<file path="src/rtl/pps_pkg.sv">
package pps_pkg;
    localparam int SLOTS = 3;
    typedef enum logic [1:0] {
        ST_IDLE,
        ST_FETCH,
        ST_HOLD,
        ST_FINISH
    } seq_state_t;
endpackage

</file>
<file path="src/rtl/pps_step_table.sv">
module pps_step_table #(
    parameter int MAX_STEPS = 4,
    parameter int PIN_W     = 8,
    parameter int DLY_W     = 8,
    localparam int IDX_W    = (MAX_STEPS > 1) ? $clog2(MAX_STEPS) : 1
) (
    input  logic             clk,
    input  logic             rst_n,
    input  logic             we,
    input  logic [1:0]       w_slot,
    input  logic [IDX_W-1:0] w_idx,
    input  logic [PIN_W-1:0] w_pin,
    input  logic             w_lvl,
    input  logic [DLY_W-1:0] w_dly,
    input  logic             w_vld,
    input  logic [1:0]       r_slot,
    input  logic [IDX_W-1:0] r_idx,
    output logic [PIN_W-1:0] r_pin,
    output logic             r_lvl,
    output logic [DLY_W-1:0] r_dly,
    output logic             r_vld
);
    import pps_pkg::*;

    logic [PIN_W-1:0] pin_q [SLOTS][MAX_STEPS];
    logic             lvl_q [SLOTS][MAX_STEPS];
    logic [DLY_W-1:0] dly_q [SLOTS][MAX_STEPS];
    logic             vld_q [SLOTS][MAX_STEPS];

    always_ff @(posedge clk or negedge rst_n) begin
        if (!rst_n) begin
            for (int s = 0; s < SLOTS; s++) begin
                for (int i = 0; i < MAX_STEPS; i++) begin
                    pin_q[s][i] <= '0;
                    lvl_q[s][i] <= 1'b0;
                    dly_q[s][i] <= '0;
                    vld_q[s][i] <= 1'b0;
                end
            end
        end else if (we && (int'(w_slot) < SLOTS) && (int'(w_idx) < MAX_STEPS)) begin
            pin_q[w_slot][w_idx] <= w_pin;
            lvl_q[w_slot][w_idx] <= w_lvl;
            dly_q[w_slot][w_idx] <= w_dly;
            vld_q[w_slot][w_idx] <= w_vld;
        end
    end

    always_comb begin
        r_pin = '0;
        r_lvl = 1'b0;
        r_dly = '0;
        r_vld = 1'b0;
        if ((int'(r_slot) < SLOTS) && (int'(r_idx) < MAX_STEPS)) begin
            r_pin = pin_q[r_slot][r_idx];
            r_lvl = lvl_q[r_slot][r_idx];
            r_dly = dly_q[r_slot][r_idx];
            r_vld = vld_q[r_slot][r_idx];
        end
    end
endmodule

</file>
<file path="src/rtl/pps_ms_timer.sv">
module pps_ms_timer #(
    parameter int DIV_W = 8,
    parameter int DLY_W = 8
) (
    input  logic             clk,
    input  logic             rst_n,
    input  logic             load,
    input  logic [DLY_W-1:0] dly,
    input  logic [DIV_W-1:0] div_val,
    output logic             expire
);
    logic [DIV_W-1:0] div_cnt;
    logic [DLY_W-1:0] ms_left;
    logic             tick;

    assign tick   = (div_cnt == div_val);
    assign expire = tick && (ms_left == DLY_W'(1));

    always_ff @(posedge clk or negedge rst_n) begin
        if (!rst_n) begin
            div_cnt <= '0;
            ms_left <= '0;
        end else if (load) begin
            div_cnt <= '0;
            ms_left <= dly;
        end else if (ms_left != '0) begin
            if (tick) begin
                div_cnt <= '0;
                ms_left <= ms_left - DLY_W'(1);
            end else begin
                div_cnt <= div_cnt + DIV_W'(1);
            end
        end
    end
endmodule

</file>
<file path="src/rtl/pps_ctrl.sv">
module pps_ctrl #(
    parameter int NUM_PINS  = 16,
    parameter int MAX_STEPS = 4,
    parameter int PIN_W     = 8,
    parameter int DLY_W     = 8,
    localparam int IDX_W    = (MAX_STEPS > 1) ? $clog2(MAX_STEPS) : 1,
    localparam int GW       = (NUM_PINS > 1) ? $clog2(NUM_PINS) : 1
) (
    input  logic                   clk,
    input  logic                   rst_n,
    input  logic [2:0]             start,
    input  logic [PIN_W-1:0]       r_pin,
    input  logic                   r_lvl,
    input  logic [DLY_W-1:0]       r_dly,
    input  logic                   r_vld,
    input  logic                   expire,
    output logic [1:0]             rd_slot,
    output logic [IDX_W-1:0]       rd_idx,
    output logic                   tmr_load,
    output logic [NUM_PINS-1:0]    gpio,
    output logic                   busy,
    output logic [2:0]             done
);
    import pps_pkg::*;

    seq_state_t       state_q, state_d;
    logic [1:0]       slot_q, pick;
    logic [IDX_W-1:0] idx_q;
    logic             last_row, pin_ok;

    assign last_row = (idx_q == IDX_W'(MAX_STEPS - 1));
    assign pin_ok   = (32'(r_pin) < NUM_PINS);

    always_comb begin
        pick = 2'd0;
        for (int s = SLOTS - 1; s >= 0; s--) begin
            if (start[s]) pick = 2'(s);
        end
    end

    always_comb begin
        state_d = state_q;
        unique case (state_q)
            ST_IDLE:   if (|start) state_d = ST_FETCH;
            ST_FETCH: begin
                if (!r_vld)              state_d = ST_FINISH;
                else if (r_dly != '0)    state_d = ST_HOLD;
                else if (last_row)       state_d = ST_FINISH;
                else                     state_d = ST_FETCH;
            end
            ST_HOLD:   if (expire) state_d = last_row ? ST_FINISH : ST_FETCH;
            ST_FINISH: state_d = ST_IDLE;
            default:   state_d = ST_IDLE;
        endcase
    end

    always_ff @(posedge clk or negedge rst_n) begin
        if (!rst_n) state_q <= ST_IDLE;
        else        state_q <= state_d;
    end

    always_ff @(posedge clk or negedge rst_n) begin
        if (!rst_n) begin
            slot_q <= 2'd0;
            idx_q  <= '0;
            gpio   <= '0;
        end else begin
            unique case (state_q)
                ST_IDLE: if (|start) begin
                    slot_q <= pick;
                    idx_q  <= '0;
                end
                ST_FETCH: if (r_vld) begin
                    if (pin_ok) gpio[r_pin[GW-1:0]] <= r_lvl;
                    if (r_dly == '0) idx_q <= idx_q + IDX_W'(1);
                end
                ST_HOLD: if (expire) idx_q <= idx_q + IDX_W'(1);
                ST_FINISH: ;
                default: ;
            endcase
        end
    end

    assign rd_slot  = slot_q;
    assign rd_idx   = idx_q;
    assign tmr_load = (state_q == ST_FETCH) && r_vld && (r_dly != '0);
    assign busy     = (state_q != ST_IDLE);

    always_comb begin
        for (int s = 0; s < SLOTS; s++) begin
            done[s] = (state_q == ST_FINISH) && (slot_q == 2'(s));
        end
    end
endmodule

</file>
<file path="src/rtl/pnl_pwr_seq.sv">
module pnl_pwr_seq #(
    parameter int NUM_PINS  = 16,
    parameter int MAX_STEPS = 4,
    parameter int PIN_W     = 8,
    parameter int DLY_W     = 8,
    parameter int DIV_W     = 8,
    localparam int IDX_W    = (MAX_STEPS > 1) ? $clog2(MAX_STEPS) : 1
) (
    input  logic                clk,
    input  logic                rst_n,
    input  logic [2:0]          start,
    input  logic [DIV_W-1:0]    div_val,
    input  logic                tbl_we,
    input  logic [1:0]          tbl_slot,
    input  logic [IDX_W-1:0]    tbl_idx,
    input  logic [PIN_W-1:0]    tbl_pin,
    input  logic                tbl_level,
    input  logic [DLY_W-1:0]    tbl_delay,
    input  logic                tbl_valid,
    output logic [NUM_PINS-1:0] gpio_out,
    output logic                busy,
    output logic [2:0]          done
);
    logic [1:0]       rd_slot;
    logic [IDX_W-1:0] rd_idx;
    logic [PIN_W-1:0] r_pin;
    logic             r_lvl, r_vld, tmr_load, expire;
    logic [DLY_W-1:0] r_dly;

    pps_step_table #(.MAX_STEPS(MAX_STEPS), .PIN_W(PIN_W), .DLY_W(DLY_W)) u_table (
        .clk(clk), .rst_n(rst_n),
        .we(tbl_we), .w_slot(tbl_slot), .w_idx(tbl_idx), .w_pin(tbl_pin),
        .w_lvl(tbl_level), .w_dly(tbl_delay), .w_vld(tbl_valid),
        .r_slot(rd_slot), .r_idx(rd_idx),
        .r_pin(r_pin), .r_lvl(r_lvl), .r_dly(r_dly), .r_vld(r_vld)
    );

    pps_ms_timer #(.DIV_W(DIV_W), .DLY_W(DLY_W)) u_timer (
        .clk(clk), .rst_n(rst_n), .load(tmr_load), .dly(r_dly),
        .div_val(div_val), .expire(expire)
    );

    pps_ctrl #(.NUM_PINS(NUM_PINS), .MAX_STEPS(MAX_STEPS), .PIN_W(PIN_W), .DLY_W(DLY_W)) u_ctrl (
        .clk(clk), .rst_n(rst_n), .start(start),
        .r_pin(r_pin), .r_lvl(r_lvl), .r_dly(r_dly), .r_vld(r_vld),
        .expire(expire), .rd_slot(rd_slot), .rd_idx(rd_idx), .tmr_load(tmr_load),
        .gpio(gpio_out), .busy(busy), .done(done)
    );
endmodule

</file>
<file path="config.mk">
export PLATFORM = sky130hd
export DESIGN_NAME = pnl_pwr_seq
export DESIGN_NICKNAME = d
export VERILOG_FILES = /design/src/rtl/pps_pkg.sv /design/src/rtl/pps_step_table.sv /design/src/rtl/pps_ms_timer.sv /design/src/rtl/pps_ctrl.sv /design/src/rtl/pnl_pwr_seq.sv
export SDC_FILE = /design/constraint.sdc
export NUM_CORES = 1
export LEC_CHECK = 0
export ABC_AREA = 1
export BUFFER_PORTS_ARGS = -buffer_cell sky130_fd_sc_hd__buf_2
export CORE_MARGIN = 1
export CORE_UTILIZATION = 55
export CTS_CLUSTER_DIAMETER = 120
export DETAILED_ROUTE_END_ITERATION = 8
export PLACE_DENSITY = 0.75
export SLEW_MARGIN = 20
export SYNTH_ARGS = -nofsm -noshare
export SYNTH_HDL_FRONTEND = slang
export SYNTH_SLANG_ARGS = --single-unit
</file>
<file path="constraint.sdc">
create_clock -name clk -period 2.2 [get_ports clk]
set_input_delay 0.11 -clock clk [delete_from_list [all_inputs] [get_ports clk]]
set_output_delay 0.11 -clock clk [all_outputs]
set_load 0.005 [all_outputs]
</file>
---- After elaboration in Yosys (flattened, before gate mapping) ----
Index checks and enable logic that the tools add are counted.
word-level totals
  register bits ........................... 254
  output and inout port bits .............. 20
  logic and storage cells ................. 172
cells by class
  add/subtract/negate cells ............... 3
  magnitude comparators ................... 11
  equal/unequal tests ..................... 12
  mux-type cells .......................... 63
  bitwise logic cells ..................... 4
  reductions and logical operators ........ 25
operators with widths
  cell                                                      count
  bitwise mux 96 bit                                        2
  two-way mux 32 bit                                        5
  binary-select mux 32 bit (select 2 bit)                   2
  two-way mux 8 bit                                         13
  demux 32 bit (select 2 bit)                               1
  binary-select mux 8 bit (select 2 bit)                    2
  bitwise mux 12 bit                                        2
  two-way mux 2 bit                                         12
  two-way mux 4 bit                                         5
  binary-select mux 4 bit (select 2 bit)                    2
  bitwise mux 16 bit                                        1
  demux 8 bit (select 2 bit)                                1
  nonzero test 8 bit                                        2
  greater-or-equal comparator 3 bit, second input constant  4
  NOT 2 -> 3 bit                                            4
  logical AND 1 bit                                         10
  adder 8 x 1 -> 8 bit, second input constant               1
  demux 4 bit (select 2 bit)                                1
  == test 2 bit, second input constant                      4
  == test 8 x 1 -> 1 bit, second input constant             1
  == test 8 bit                                             1
  zero test 8 bit                                           1
  < comparator 8 x 5 -> 1 bit, second input constant        1
  two-way mux 1 bit                                         8
  21 further kinds                                          32

---- Longest topological paths before layout ----
Gate-level depths: netlist (run 1).
  depth in word-level cells ............... 13
  depth in mapped cells ................... 16
  mapped depth without buffers ............ 15

---- By module ----
Synthesis (run 1) repeated with hierarchy kept, for this count alone.
unflattened totals
  cell total of the unflattened synthesis .. 1,759
  area, all modules ....................... 12,899.9 µm²
by module, submodules not included
  module          times used  cells each  area each (µm²)  seq. area each (µm²)
  pps_step_table  1           1,391       10,274.9         5,405.2
  pps_ms_timer    1           195         1,318.8          400.4
  pps_ctrl        1           173         1,306.3          550.5

---- Least setup slack after synthesis (run 1) ----
No wires, ideal clock.
  path kind ............................... register to register
  from .................................... reg u_ctrl.slot_q[0], in the netlist u_ctrl.rd_slot[0]
  to ...................................... reg u_timer.ms_left[6]
  library setup time ...................... 0.117 ns
  arrival ................................. 1.906 ns
  required time ........................... 2.083 ns
  path slack .............................. 0.177 ns
  stages on the path, launching flop included .. 15
  path buffers ............................ 3
  cell sequence ........................... dfrtp_1 > buf_6 > nor2_4 > buf_4 > nand2_1 > nand4_1 > o211ai_1 > nand2_1 > nand2_1 > o21bai_4 > buf_6 > nand2_1 > nand2_1 > nand2_1 > nand2_1
between the ends
  longest elaborated chain between the ends .. 12
  elaborated cells between the ends (all ways) .. 23
  those cells by class .................... 1 x order compare; 15 x mux; 1 x bitwise; 6 x reduce/logical
RTL lines
  element                                                                                            line                                        RTL
  from (decl)                                                                                        pps_ctrl.sv:27                              logic [1:0] slot_q, pick;
  from (signal assigned)                                                                             pps_ctrl.sv:70                              slot_q <= pick;
  NOT 2 -> 3 bit (not written as such)                                                               pps_step_table.sv:56, pps_step_table.sv:57
  binary-select mux 32 bit (select 2 bit) or binary-select mux 4 bit (select 2 bit) (tied branches)  pps_step_table.sv:56, pps_step_table.sv:57
  two-way mux 32 bit (not written as such) or two-way mux 4 bit (tied branches) (2 in series)        pps_step_table.sv:56, pps_step_table.sv:57
  binary-select mux 8 bit (select 2 bit) or binary-select mux 1 bit (select 2 bit) (tied branches)   pps_step_table.sv:56, pps_step_table.sv:57
  two-way mux 8 bit (not written as such) or two-way mux 1 bit (tied branches) (2 in series)         pps_step_table.sv:56, pps_step_table.sv:57
  two-way mux 8 bit or two-way mux 1 bit (tied branches)                                             pps_step_table.sv:53                        if ((int'(r_slot) < SLOTS) && (int'(r_idx) < MAX_STEPS)) begin
  nonzero test 8 bit or logical AND 1 bit (tied branches)                                            pps_ctrl.sv:86                              assign tmr_load = (state_q == ST_FETCH) && r_vld && (r_dly != '0);
  logical AND 1 bit                                                                                  pps_ctrl.sv:86
  nonzero test 2 bit (no line)                                                                       n/a
  AND reduction 2 bit (no line)                                                                      n/a
  to (signal assigned)                                                                               pps_ms_timer.sv:25                          ms_left <= dly;
  to (signal assigned)                                                                               pps_ms_timer.sv:29                          ms_left <= ms_left - DLY_W'(1);
  to (decl)                                                                                          pps_ms_timer.sv:13                          logic [DLY_W-1:0] ms_left;
Parallel ways exist; a longest one is shown, timed or not. The select of a mux whose other input is x is not followed.
A chain may end at the register's enable or synchronous reset.

---- Worst setup path after layout (run 1) ----
  from .................................... reg u_ctrl.slot_q[0], in the netlist u_ctrl.rd_slot[0]
  to ...................................... reg u_timer.ms_left[0]
The elaborated chain is that of the path after synthesis.

==> impl_metrics.ini, run 1 <==
[status]
status = completed

[sta]
timing.final.crit_share_pct = 96.9
period_needed_ns = 2.13
tns_ns = 0
rsz0062_at_grt = yes
relSlewSlack_pct = 59.7
finalSetupViolations = 0
drv_slew = 0
fmax_ghz = 0.469
hold_viol_final = 0
fin_worst_skew_ns = 0.0154
worstMarginPinSlew_ns = 0.603

[cells_and_area]
fin_cells = 1838
nets = 1590
drive_gt1_share_pct = 15.7
antennaDiodeCount = 0
syn2layout_area_growth_pct = 20.0

[synthesis]
synth_edf_count = 0
ys_types = 36
synth_warnings = 0
synthArstFlopShare_pct = 100
syn_area_um2 = 11800
synthTopCellsByArea = dfrtp_1, nand2_1, o21ai_0
ys_seq_area_share_pct = 54.0
syn_avg_cell_area_um2 = 8.12
synth_fp_nets = 1496
ys.flop_type = dfrtp_1
synth_top_area_cell = dfrtp_1
netlist.area_leader.share_pct = 54.0
synth-seq-cells = 254
synthTopCellsByCount = nand2_1, dfrtp_1, o21ai_0
synthCells = 1451
yosysMostFrequentCell = nand2_1

[drt]
avgViaCountPerCell = 5.71
highest_layer = met4
postRouteAntennaNets = 0
wl_mm = 31.8
met1_length_mm = 14.1
dr.pass1.iters = 5
wl_per_cell_um = 17.3
drc = 0
first_iter_violations = 1070
wl_met2_mm = 14.5
met3_length_mm = 2.51
via_count = 10500

[cts]
cts_max_level = 1
clk_pin_slew_ns = 0.06
cts_tree = done
cts_root_buf = clkbuf_16
cts_buffers = 27
clk_latency_ns = 0.53
cts.path.max_buffers = 3
clock_sinks = 254

[die]
die_w_um = 148
die-area_um2 = 22000
start_util_pct = 56.0
ios = 56
rows = 53
core_um2 = 21000
die_h_um = 148

[global_route]
grt_overflow = 0
grt_usage_pct = 28.9
antenna_found_initial = 0
grt_pass1_vias = 9782
grt_pass1_wl_mm = 50.3
grt_max_degree = 97

[power_and_ir_drop]
power_density_nw_per_um2 = 1340
finalPower_w = 0.0190
ir_worst_vdd_mv = 0.770
p_leak_nw = 6.79

[worst_setup_path]
path_max_fanout = 8
cp-start-kind = flip-flop
critPathKind = reg -> reg
crit_required_ns = 2.63
end_kind = flip-flop
crit_arrival_ns = 2.56

[placed_design]
dp_hpwl_mm = 19.2
dp.cells = 1759
place.gp.congestion = 0.836
portBuffers = 55

[run]
drv_cap = 0

[worst_hold_path]
hold_class = in -> reg
## layout by cell type, fill, tap and decap left out, types with 38 or more instances in the layout
cell     count
a21oi_1     62
buf_2       54
buf_4       44
dfrtp_1    251
inv_1       93
nand2_1    426
nand3_1     94
nand4_1     38
nor2_1      88
o21ai_0    189
## timing repair
item | in CTS | in global routing
gates resized for setup | 12 | 82
hold buffers | 18 | 0
gates cloned | 1 | 4
endpoints found under the hold margin | 296 | 0
buffers inserted | 0 | 10
pin swaps | 3 | 30
setup endpoints to repair | 24 | 35
## registers in the layout (all words and copies together) (netlist names)
name,cells
u_table.dly_q,96
u_timer.div_cnt,8
u_ctrl.gpio,16
u_ctrl.rd_slot,2
u_table.vld_q,12
u_timer.ms_left,8
u_ctrl.rd_idx,2
u_table.lvl_q,12
u_ctrl.state_q,2
u_table.pin_q,96
## critical path: stages (launching register included)
cell      delay (ns)
dfrtp_2         0.46
buf_6           0.14
nand2_4         0.07
inv_6           0.05
buf_12          0.13
nand2_1         0.07
nand3_1         0.08
nand3_1         0.09
nand2_2         0.07
nor2_2          0.11
nand2_2         0.14
o21bai_4        0.23
buf_4           0.15
o21ai_2         0.08
nand2_1         0.11
nand2_1         0.05
## where the power goes
part | switching, W | total, W | internal [W]
combinational | 0.00481 | 0.00795 | 0.00313
sequential | 0.000701 | 0.00651 | 0.00581
clock | 0.00183 | 0.00453 | 0.00270
total | 0.00734 | 0.0190 | 0.0116
## metrics by stage
step / util (%) / worst slack [ns] / area [um2] / hold WS [ns]
6_report: 67.3 / 0.0692 / 14100 / 0.00530
5_1_grt: 67.3 / -0.0419 / 14100 / 0.0347
4_1_cts: 65.5 / 0.000882 / 13800 / 0.00367
3_5_place_dp: 60.2 / -0.0885 / 12700 / -0.0172
3_3_place_gp: 60.2 / -0.00991 / 12700 / -0.0215
2_1_floorplan: - / 0.177 / 11800 / -0.186
## metal layers
layer / vias to the layer above / GRT usage [%]
li1: 4926 / -
met1: 5086 / 41.6
met2: 429 / 45.8
met3: 59 / 4.39
met4: 0 / 7.78
met5: - / 0
## cell families after synthesis
family,Yosys count,synth area share (%)
simple gates,709,25.1
compound gates,290,13.1
flops,254,54.0
buf+inv,180,6.25
xor+xnor,9,0.669
fa+ha+maj,9,0.956
## layout make-up
cell class	count	area, um2
clock buffer	35	776
clock inverter	12	114
sequential	254	6360
multi-input combinational	1019	4930
inverter	102	398
tap	275	344
fill	1669	6880
timing repair buffer	141	1220
## worst paths after layout
| path | slack, ns | start | endpoint | cells after the start |
|---|---|---|---|---|
| worst max-delay path | 0.07 | u_ctrl.rd_slot[0] | u_timer.ms_left[0] | 15 |
| worst min-delay path | 0.005 | tbl_delay[3] | u_table.dly_q[19] | 3 |
| worst max register to register | 0.07 | u_ctrl.rd_slot[0] | u_timer.ms_left[0] | 15 |
| worst min register to register | 0.48 | u_ctrl.gpio[8] | u_ctrl.gpio[8] | 2 |
| max in group asynchronous | 1.38 | rst_n | u_table.pin_q[95] | 3 |
| min in group asynchronous | 0.02 | rst_n | u_timer.ms_left[7] | 2 |
Note: power is estimated with default switching activity, not from simulation.
==> run 2: changes to the inputs <==
--- a/config.mk
+++ b/config.mk
@@ -11,7 +11,9 @@
 export CORE_UTILIZATION = 55
 export CTS_CLUSTER_DIAMETER = 120
 export DETAILED_ROUTE_END_ITERATION = 8
+export GPL_TIMING_DRIVEN = 0
 export PLACE_DENSITY = 0.75
+export SETUP_SLACK_MARGIN = 0.2
 export SLEW_MARGIN = 20
 export SYNTH_ARGS = -nofsm -noshare
 export SYNTH_HDL_FRONTEND = slang
==> impl_metrics.ini, run 2 (same netlist as run 1, synthesis figures left out) <==
[worst_setup_path]
cp_slowest_stage_delay_ns = 0.42
r2r-start = u_ctrl.rd_slot[0]
crit_chain = buf_6 -> clkinvlp_4 -> clkbuf_16 -> nand3_1 -> nand2_1 -> inv_2 -> nand2_1 -> nand3_2 -> nand2_2 -> nor2_2 -> nand2_2 -> o21bai_4 -> buf_12 -> o21ai_4 -> inv_4 -> nand2_1 -> nand2_1
crit_top_cell = nand2_1
worstRegToRegCells = 17
critPathKind = reg -> reg
crit_arrival_ns = 2.92
worst_path_dominant_cell_family = buffers and inverters
end_kind = flip-flop
regToRegSetupSlack_ns = -0.25
crit_required_ns = 2.67
r2r_end = u_timer.ms_left[2]
slowest_stage = dfrtp_2
cp-start-kind = flip-flop
crit_buf_inv = 6
path_max_fanout = 8

[global_route]
antenna_found_initial = 0
grt_pass1_vias = 10939
grt_max_degree = 86
grt_pass1_wl_mm = 59.6
grt_usage_pct = 35.1
grt_overflow = 0

[cts]
cts_max_level = 1
clk_pin_slew_ns = 0.06
cts_buffers = 27
cts.path.max_buffers = 3
clock_sinks = 254
cts_root_buf = clkbuf_16
clk_latency_ns = 0.54
cts_tree = done

[sta]
rsz0062_at_grt = yes
setup_slack_ns = -0.252
finalSetupViolations = 35
relSlewSlack_pct = 42.9
drv_slew = 0
fin_worst_skew_ns = 0.0138
hold_viol_final = 0
hold-worst-slack_ns = 0.0200
worstMarginPinSlew_ns = 0.852
timing.final.crit_share_pct = 111
period_needed_ns = 2.45
fmax_ghz = 0.408

[power_and_ir_drop]
power_density_nw_per_um2 = 1410
finalPower_w = 0.0209
p_leak_nw = 7.07
ir_worst_vdd_mv = 0.712

[cells_and_area]
layout_commonest_cell = nand2_1
drive_gt1_share_pct = 19.6
final_cell_mix = nand2_1, dfrtp_1, o21ai_0, inv_1, nor2_1
nets = 1650
syn2layout_area_growth_pct = 25.8
antennaDiodeCount = 0
reg.largest.list = u_table.dly_q x96, u_table.pin_q x96, u_ctrl.gpio x16
final_util_pct = 70.5

[drt]
via_count = 11298
dr.pass1.iters = 7
wl_mm = 38.1
drc = 0
postRouteAntennaNets = 0
avgViaCountPerCell = 5.95
wl_per_cell_um = 20.1
first_iter_violations = 1107

[die]
start_util_pct = 56.0
die-area_um2 = 22000
die_w_um = 148
rows = 53
core_um2 = 21000
die_h_um = 148
ios = 56

[worst_hold_path]
hold_class = in -> async

[status]
status = finished, violations left
violations = negative setup slack

[placed_design]
portBuffers = 54
place.gp.congestion = 0.917
dp_hpwl_mm = 24.1

[run]
drv_cap = 0
run 2: worst max-delay path by stage:
stage	end	startpoint	cells past startpoint	slack [ns]
after floorplan	u_timer.ms_left[6]	u_ctrl.rd_slot[1]	15	0.22
after global placement	u_table.pin_q[1]	rst_n	1	-3.53
after detailed placement	u_timer.ms_left[4]	u_ctrl.rd_idx[0]	11	-0.71
after CTS	u_timer.ms_left[2]	u_ctrl.rd_slot[0]	15	-0.09
after global routing	u_timer.ms_left[2]	u_ctrl.rd_slot[0]	18	-0.35
final	u_timer.ms_left[2]	u_ctrl.rd_slot[0]	17	-0.25
run 2: layout make-up:
| cell class | instances | area [um2] |
|---|---|---|
| multi-input cells | 1018 | 5210 |
| plain buffers | 78 | 483 |
| clock buffers | 39 | 791 |
| well taps | 275 | 344 |
| flip-flops and latches | 254 | 6360 |
| fillers | 1554 | 6200 |
| clock inverters | 9 | 149 |
| inverters | 102 | 400 |
| repair buffers | 124 | 1090 |
run 2: stage by stage:
stage	cell area, um2	instances	setup TNS [ns]	setup WS [ns]
floorplan	11800	1451	0	0.218
finish	14800	1899	-5.08	-0.252
global route	14800	1899	-8.60	-0.347
global placement	12400	1780	-915.00	-3.53
detailed placement	12500	1783	-23.92	-0.710
CTS	14500	1894	-1.21	-0.0929
run 2: per-layer routing:
| metal | vias up | global-route usage, % | part of all wire (%) | wire length (um) |
|---|---|---|---|---|
| met1 | 5483 | 46.9 | 40 | 15100 |
| met2 | 620 | 56.5 | 48 | 18100 |
| met4 | 0 | 14.4 | 3.4 | 1310 |
| met5 | - | 0 | 0 | 0 |
| li1 | 5068 | - | - | - |
| met3 | 127 | 6.72 | 9.5 | 3620 |
run 2: what timing repair did:
action,in CTS,in global routing
gates resized for setup,166,77
buffers inserted,32,5
pin swaps,50,52
cloned,8,0
hold buffers,23,0
hold endpoints to repair,147,0
endpoints found under the setup margin,36,37
run 2: power breakdown:
part	internal (W)	leakage (nW)	switching, W
Sequential	0.00581	3.16	0.000773
Combinational	0.00375	3.44	0.00578
Clock	0.00295	0.466	0.00188
==> run 3: changes to the inputs <==
--- a/config.mk
+++ b/config.mk
@@ -13,6 +13,7 @@
 export DETAILED_ROUTE_END_ITERATION = 8
 export GPL_TIMING_DRIVEN = 0
 export PLACE_DENSITY = 0.75
+export RECOVER_POWER = 50
 export SETUP_SLACK_MARGIN = 0.2
 export SLEW_MARGIN = 20
 export SYNTH_ARGS = -nofsm -noshare
==> impl_metrics.ini, run 3 (same netlist as run 1, synthesis figures left out) <==
[worst_hold_path]
hp-start = start[1]
hold_class = in -> reg

[drt]
avgViaCountPerCell = 5.98
wl_mm = 38.1
wl_per_cell_um = 20.1
via_count = 11356
first_iter_violations = 1133
drc = 0
dr.pass1.iters = 5
postRouteAntennaNets = 0

[cells_and_area]
final_area_um2 = 14800
syn2layout_area_growth_pct = 25.7
final_util_pct = 70.4
final_cell_mix = nand2_1, dfrtp_1, o21ai_0, inv_1, nor2_1
fill_cells = 1562
layout_commonest_cell = nand2_1
antennaDiodeCount = 0
drive_gt1_share_pct = 19.1
reg.largest.list = u_table.dly_q x96, u_table.pin_q x96, u_ctrl.gpio x16
nets = 1650
fin_cells = 1899

[global_route]
grt_pass1_vias = 10939
grt_usage_pct = 35.1
grt_max_degree = 86
grt_overflow = 0
antenna_found_initial = 0
grt_pass1_wl_mm = 59.6

[sta]
worstMarginPinSlew_ns = 1.77
drv_slew = 31
finalSetupViolations = 36
timing.final.crit_share_pct = 112
relSlewSlack_pct = -17.7
tns_ns = -5.36
fmax_ghz = 0.407
rsz0062_at_grt = yes
fin_worst_skew_ns = 0.0114
hold_viol_final = 0
period_needed_ns = 2.45
setup_slack_ns = -0.254

[die]
core_um2 = 21000
die-area_um2 = 22000
ios = 56
start_util_pct = 56.0
rows = 53
die_h_um = 148
die_w_um = 148

[placed_design]
place_area_um2 = 12500
portBuffers = 54
place.gp.congestion = 0.917
dp_hpwl_mm = 24.1
dp.cells = 1783

[worst_setup_path]
cp-start-kind = flip-flop
critical_path.startpoint = u_ctrl.rd_slot[0]
crit_arrival_ns = 2.93
path_max_fanout = 8
critPathKind = reg -> reg
end_kind = flip-flop
crit_required_ns = 2.68
r2r-start = u_ctrl.rd_slot[0]

[status]
status = finished, violations left
violations = max-capacitance violations, max-slew violations, negative setup slack

[cts]
clk_pin_slew_ns = 0.06
cts_max_level = 1
cts.path.max_buffers = 3
cts_buffers = 27
clock_sinks = 254
clk_latency_ns = 0.54
cts_tree = done
cts_root_buf = clkbuf_16

[power_and_ir_drop]
power_density_nw_per_um2 = 1420
p_leak_nw = 7.04
ir_worst_vdd_mv = 0.715
finalPower_w = 0.0209

[run]
drv_cap = 1
## run 3: final timing paths
path                                       to  slack [ns]  cells after the start
setup reg to reg           u_timer.ms_left[2]       -0.25                     17
min in group asynchronous  u_timer.ms_left[2]        0.58                      2
setup / recovery           u_timer.ms_left[2]       -0.25                     17
max in group asynchronous   u_table.pin_q[29]        0.08                      4
hold reg to reg             u_table.pin_q[68]        0.48                      2
hold / removal              u_ctrl.state_q[1]         0.1                      4
## run 3: power by group
part           total (W)  switching, W  internal, W
Combinational    0.00953       0.00579      0.00374
Sequential       0.00658      0.000770      0.00581
Clock            0.00484       0.00189      0.00295
Total             0.0209       0.00845       0.0125
## run 3: worst max-delay path, cell delays in order, from the launching register on
cell        delay (ns)
dfrtp_2           0.42
buf_6             0.12
clkinvlp_4        0.22
clkbuf_16         0.25
nand3_1           0.07
nand2_1           0.06
inv_2             0.06
nand2_1           0.06
nand3_2           0.09
nand2_2           0.09
nor2_2            0.12
nand2_2           0.12
o21bai_4          0.19
buf_12            0.16
o21ai_4           0.09
inv_4             0.14
nand2_1           0.06
nand2_1           0.06
## run 3: area by class of cell
type	count	area (um2)	area share [%]
plain buffers	78	483	3.26
flip-flops and latches	254	6360	43.0
clock inverters	9	149	1.01
well taps	275	344	2.32
clock buffers	39	791	5.34
multi-input cells	1018	5210	35.2
inverters	102	400	2.71
repair buffers	124	1070	7.20
## run 3: metal layers
layer	GRT usage, %	part of all wire, %
met1	46.9	39
met2	56.5	47
met3	6.72	10
met4	14.4	3.7
met5	0	0
## run 3: metrics by stage
stage	hold WS, ns	setup WS [ns]
2_1_floorplan	-0.186	0.218
3_3_place_gp	0.354	-3.53
3_5_place_dp	-0.0209	-0.710
4_1_cts	0.0272	-0.0929
5_1_grt	0.155	-0.347
6_report	0.0966	-0.254
## run 3: what timing repair did
action	in CTS	in global routing
setup buffers	32	5
resized for setup	166	77
endpoints found under the setup margin	36	37
pin swaps	50	52
hold buffers	23	0
endpoints found under the hold margin	147	0
gates cloned	8	0
